**src/rtl/baud_tick_gen.sv**
```systemverilog
module baud_tick_gen #(
  parameter int DIV_W   = 13,
  parameter int OVS     = 16,
  parameter int RST_DIV = 4
) (
  input  logic       clk,
  input  logic       rst,
  input  logic       sel_lo,
  input  logic       wr_en,
  input  logic [7:0] wr_data,
  output logic [7:0] rd_data,
  input  logic       rx_en,
  input  logic       tx_en,
  output logic       ovs_tick,
  output logic       bit_tick
);
  localparam int HI_W = DIV_W - 8;
  localparam int BC_W = $clog2(OVS);

  logic [HI_W-1:0]  hi_pend, hi_work;
  logic [7:0]       lo_work;
  logic [DIV_W-1:0] div, ovs_cnt;
  logic [BC_W-1:0]  bit_cnt;
  logic             commit, run;

  assign commit = wr_en & sel_lo;
  assign div    = {hi_work, lo_work};
  assign run    = (rx_en | tx_en) && (div != '0);

  assign ovs_tick = run && (ovs_cnt == div - DIV_W'(1));
  assign bit_tick = ovs_tick && (bit_cnt == BC_W'(OVS - 1));

  assign rd_data = sel_lo ? lo_work : {{(8-HI_W){1'b0}}, hi_work};

  always_ff @(posedge clk) begin
    if (rst) begin
      hi_pend <= '0;
      hi_work <= HI_W'(RST_DIV >> 8);
      lo_work <= 8'(RST_DIV);
    end else if (wr_en) begin
      if (sel_lo) begin
        hi_work <= hi_pend;
        lo_work <= wr_data;
      end else begin
        hi_pend <= wr_data[HI_W-1:0];
      end
    end
  end

  always_ff @(posedge clk) begin
    if (rst || commit || !run) begin
      ovs_cnt <= '0;
      bit_cnt <= '0;
    end else if (ovs_tick) begin
      ovs_cnt <= '0;
      bit_cnt <= bit_tick ? '0 : bit_cnt + BC_W'(1);
    end else begin
      ovs_cnt <= ovs_cnt + DIV_W'(1);
    end
  end

  assert_hi_staged_R2: assert property (@(posedge clk) disable iff (rst)
    (wr_en && !sel_lo) |=> (hi_work == $past(hi_work)));

  assert_commit_pair_R3: assert property (@(posedge clk) disable iff (rst)
    (wr_en && sel_lo) |=> (div == {$past(hi_pend), $past(wr_data)}));

  assert_single_pulse_R4: assert property (@(posedge clk) disable iff (rst)
    (ovs_tick && div > DIV_W'(1) && !commit) |=> !ovs_tick);

  assert_idle_clear_R7: assert property (@(posedge clk) disable iff (rst)
    !(rx_en || tx_en) |=> (ovs_cnt == '0 && bit_cnt == '0));

  assert_zero_silent_R6: assert property (@(posedge clk) disable iff (rst)
    (div == '0) |-> !ovs_tick && !bit_tick);
endmodule

```
**config.mk**
```make
export PLATFORM = sky130hd
export DESIGN_NAME = baud_tick_gen
export DESIGN_NICKNAME = d
export VERILOG_FILES = /design/src/rtl/baud_tick_gen.sv
export SDC_FILE = /design/constraint.sdc
export NUM_CORES = 1
export LEC_CHECK = 0
export BUFFER_PORTS_ARGS = -buffer_cell sky130_fd_sc_hd__buf_2
export CELL_PAD_IN_SITES_DETAIL_PLACEMENT = 2
export CELL_PAD_IN_SITES_GLOBAL_PLACEMENT = 2
export CORE_ASPECT_RATIO = 0.6
export CORE_MARGIN = 3
export CORE_UTILIZATION = 30
export DETAILED_ROUTE_END_ITERATION = 6
export PLACE_DENSITY_LB_ADDON = 0.15
export SLEW_MARGIN = 20
export SYNTH_ARGS = -nofsm -noshare
export SYNTH_HDL_FRONTEND = slang
export SYNTH_SLANG_ARGS = --single-unit
```
**constraint.sdc**
```tcl
create_clock -name clk -period 2.8 [get_ports clk]
set_input_delay 0.14 -clock clk [delete_from_list [all_inputs] [get_ports clk]]
set_output_delay 0.14 -clock clk [all_outputs]
set_load 0.05 [all_outputs]
```
== Yosys cells after proc, flatten, opt, wreduce, memory -nomap -nowiden ==
Index checks and enable logic that the tools add are counted.
Word-level totals
  input port bits: 14
  word-level logic and storage cells: 25
  bits in registers: 35
Cells by class
  $add $sub $neg: 3
  equality and inequality tests: 2
  multiplexer cells: 2
  bitwise operators: 3
  reduce and logical (&&, ||, !) cells: 10
Operators with widths (count)
  $add A13 B1 Y13 const B: 1
  $eq A13 B13 Y1: 1
  $reduce_bool A13 Y1: 1
  $sub A13 B1 Y13 const B: 1
  $mux W8: 1
  $add A4 B1 Y4 const B: 1
  $eq A4 B4 Y1 const B: 1
  $mux W4: 1
  $reduce_and A2 Y1: 2
  $logic_and A1 B1 Y1: 3
  $logic_or A1 B1 Y1: 2
  $reduce_or A2 Y1: 1
  $and A1 B1 Y1: 1
  $logic_not A1 Y1: 1
  $not A1 Y1: 1
  $or A1 B1 Y1: 1

== Depth between registers and ports, before layout ==
  depth in word-level cells: 5
  gate-level depth with buffers: 10

== Worst setup path after synthesis ==
Ideal clock, no wire load.
  kind: register to output
  from: reg lo_work[0]
  to: out bit_tick
  stages on the path, launching flop included: 10
  buffers on the path: 1
  data arrival time: 2.593 ns
  slack: 0.067 ns
  path through: dfxtp_1 > buf_6 > inv_1 > ha_1 > nor3b_1 > a21oi_1 > nor3b_4 > and4bb_2 > nand2_1 > nor2_1
Between the ends
  word-level cells in the longest chain between the ends: 4
  elaborated cells on any way between the ends: 6
  classes of those cells: add/sub (1); eq/ne (1); reduce/logical (4)
Ends and longest elaborated chain
  start: declaration: line 21  | logic [7:0] lo_work;
  start signal: assignment: line 39  | lo_work <= 8'(RST_DIV);
  start signal: assignment: line 43  | lo_work <= wr_data;
  $sub A13 B1 Y13 or $reduce_bool A13 Y1 (tied branches): line 30, 28
  $eq A13 B13 Y1 or $logic_and A1 B1 Y1 (tied branches): line 30, 28
  $logic_and A1 B1 Y1 *: line 30  | assign ovs_tick = run && (ovs_cnt == div - DIV_W'(1));
  $logic_and A1 B1 Y1 *: line 31  | assign bit_tick = ovs_tick && (bit_cnt == BC_W'(OVS - 1));
  end: declaration: line 15  | output logic bit_tick
Mark *: on every way between the ends. The rest lies on a longest branch, timed or not.

== Worst setup path in the final report ==
Same ends and word-level chain as after synthesis.

==> results.json <==
{
  "status": "complete, no violations",
  "fin_nets": 281,
  "power_mw": 1.20,
  "synth_nets": 258,
  "clk_latency_ns": 0.30,
  "tns_ns": 0,
  "skew_ns": 0.00473,
  "setup_viol": 0,
  "io_buffers": 23,
  "tightest_slew_ns": 0.721,
  "min_path_type": "in -> reg",
  "ir_worst_vdd_uv": 182,
  "via_count": 1775,
  "die_y_um": 69.3,
  "grt_first_pass_wirelength_um": 10300,
  "dp.final_hpwl_um": 4640,
  "track_usage": 0.167,
  "drtAntennaViolNets": 0,
  "ys_async_sr_fraction": 0,
  "holdPathStages": 3,
  "routedWlPerCell_um": 17.1,
  "rrSetupSlack_ns": 0.36,
  "cp_data_required_time_ns": 2.66,
  "via_per_inst": 5.10,
  "coreArea_mm2": 0.00630,
  "antenna_found_initial": 0,
  "synth-main-ff-cell": "dfxtp_1",
  "critPathArrivalTime_ns": 2.45,
  "yosys_warnings": 0,
  "cts.htree.levels": 2,
  "first_iter_violations": 74,
  "syn_inst": 240,
  "grt-ovfl-total": 0,
  "ys_ff_latch": 35,
  "critical_path_class": "reg -> out",
  "avgSynthCellArea_um2": 8.36,
  "final_hold_viol_count": 0,
  "path_max_fanout": 7,
  "clock_sinks": 35,
  "grt_setup_unrepaired": "no",
  "synth_area_mm2": 0.00201,
  "grt_max_degree": 21,
  "routabilityCongestion": 0.719,
  "reg2reg_depth": 7,
  "maxSlewViolCount": 0,
  "period_needed_ns": 2.59,
  "hold_start": "wr_data[7]",
  "p_leak_nw": 0.899,
  "r2r_end": "bit_cnt[2]",
  "max-cap-violations": 0,
  "period_share": 0.926,
  "postRouteWirelength_um": 5950,
  "io_pins": 24,
  "cts_buffers": 5,
  "fmax_mhz": 386,
  "die_w_um": 112,
  "cts_max_path_buffers": 2,
  "seq_area_frac_synth": 0.349,
  "holdPathEnd": "lo_work[7]",
  "power.density_mw_per_mm2": 511,
  "dieArea_mm2": 0.00774,
  "syn_to_final_growth_pct": 17.1,
  "antennaDiodeCount": 0,
  "cp-start-kind": "flop",
  "rows": 22,
  "cp-end-kind": "output pin",
  "grt_pass1_vias": 1907,
  "drive_gt1_frac": 0.216,
  "rr_startpoint": "lo_work[0]",
  "synthDistinctLibCells": 51,
  "firstDrtPassIters": 4,
  "drcViolationCount": 0,
  "start_util": 0.318,
  "cts_tree": "done",
  "cts_root_buf": "clkbuf_8",
  "path_clk_slew_ns": 0.08,
  "synth_edf_count": 0,
  "slew-limit-headroom": 0.518
}
-- worst max-delay path by stage --
stage	start	to	slack, ns	cells after the start
after global placement	lo_work[0]	ovs_cnt[4]	0.24	9
final	lo_work[0]	bit_tick	0.21	8
after CTS	lo_work[0]	bit_tick	0.03	8
after detailed placement	lo_work[0]	bit_cnt[2]	0.12	8
after floorplan	lo_work[0]	bit_tick	0.07	9
after global routing	lo_work[0]	bit_tick	0.06	8
-- stage by stage --
| step | instances | hold WS (ns) | instance area (um^2) | util | worst slack [ns] |
|---|---|---|---|---|---|
| global placement | 340 | 0.385 | 2200 | 0.350 | 0.237 |
| floorplan | 240 | 0.261 | 2010 | - | 0.0669 |
| global route | 348 | 0.0865 | 2350 | 0.373 | 0.0647 |
| CTS | 348 | 0.0632 | 2330 | 0.369 | 0.0301 |
| detailed placement | 340 | 0.397 | 2200 | 0.350 | 0.116 |
| finish | 348 | 0.0746 | 2350 | 0.373 | 0.207 |
-- report_power, final --
part	internal [mW]	total, mW	switching, mW
registers	0.510	0.530	0.0195
logic	0.0731	0.180	0.107
clock network	0.288	0.489	0.201
-- sequential cells by signal, indices dropped and copies added (netlist names) --
register and flops:
hi_work 5, hi_pend 5, ovs_cnt 13, lo_work 8, bit_cnt 4
-- kinds of logic (layout without fill, tap and decap cells) --
group | after synthesis | in the layout | share of synthesized area
AND/OR/NAND/NOR | 109 | 109 | 0.299
AO/OA/AOI/OAI | 38 | 38 | 0.118
flip-flops | 35 | 35 | 0.349
XOR/XNOR | 25 | 25 | 0.109
buffers and inverters | 19 | 43 | 0.0462
multiplexers | 10 | 10 | 0.0530
adder cells (fa/ha/maj) | 4 | 4 | 0.0250
-- critical path: stages (launching register included) --
cell      delay [ns]
dfxtp_1         0.32
buf_4           0.16
or4_4           0.56
nor4b_2         0.26
nor3_1          0.12
and4bb_2        0.34
nand2_1         0.08
nor2_1          0.11
buf_4           0.20
-- layout by cell type (no fill, tap or decap), drive strengths merged, types with 3 or more instances in the layout --
cell    instances
a21oi          19
nand4           3
o21ai           5
and2            4
dfxtp          35
nor3            4
or4             3
inv             5
nor3b           3
nand3          11
clkbuf          6
and3            6
mux2            5
mux2i           5
buf            30
ha              4
xor2           12
nor2           25
xnor2          13
nand2          32
nor4            3
-- what timing repair did --
action / 4_1_cts / 5_1_grt
buffers inserted: 0 / 0
resized for setup: 1 / 6
endpoints found under the setup margin: 2 / 2
hold buffers: 0 / 0
-- Yosys cell counts, drive strengths merged (2+ instances only) --
library cell	count	area (um^2)
o21ai	5	25.0
ha	4	50.1
nand3b	2	15.0
xnor2	13	114
nand4	3	18.8
nor3b	3	33.8
mux2i	5	50.1
nor3	4	20.0
nor2b	2	12.5
nand2	32	120
inv	5	18.8
nor2	25	93.8
nor4b	2	17.5
dfxtp	35	701
nand4b	2	17.5
xor2	12	105
or4	3	26.3
a211oi	2	15.0
mux2	5	56.3
and4	2	17.5
and3	6	38.8
buf	4	35.0
clkbuf	10	38.8
a21oi	19	95.1
and2	4	25.0
nand3	11	55.1
nor4	3	25.0
a211o	2	18.8
-- final cells by class --
type,count,area [um^2]
Inverter,5,18.8
Clock inverter,2,35.0
Sequential cell,35,701
Clock buffer,6,82.6
Timing Repair Buffer,30,170
Multi-Input combinational cell,186,1240
Tap cell,84,105
Fill cell,727,3960
-- layer usage --
layer  routed length [um]  vias up  track usage
li1                     -      887            -
met1                 3480      862        0.262
met2                 2230       18        0.216
met3                  159        8       0.0445
met4                   83        0       0.0486
met5                    0        -            0
No activity file was read; power rests on OpenSTA's default activity.
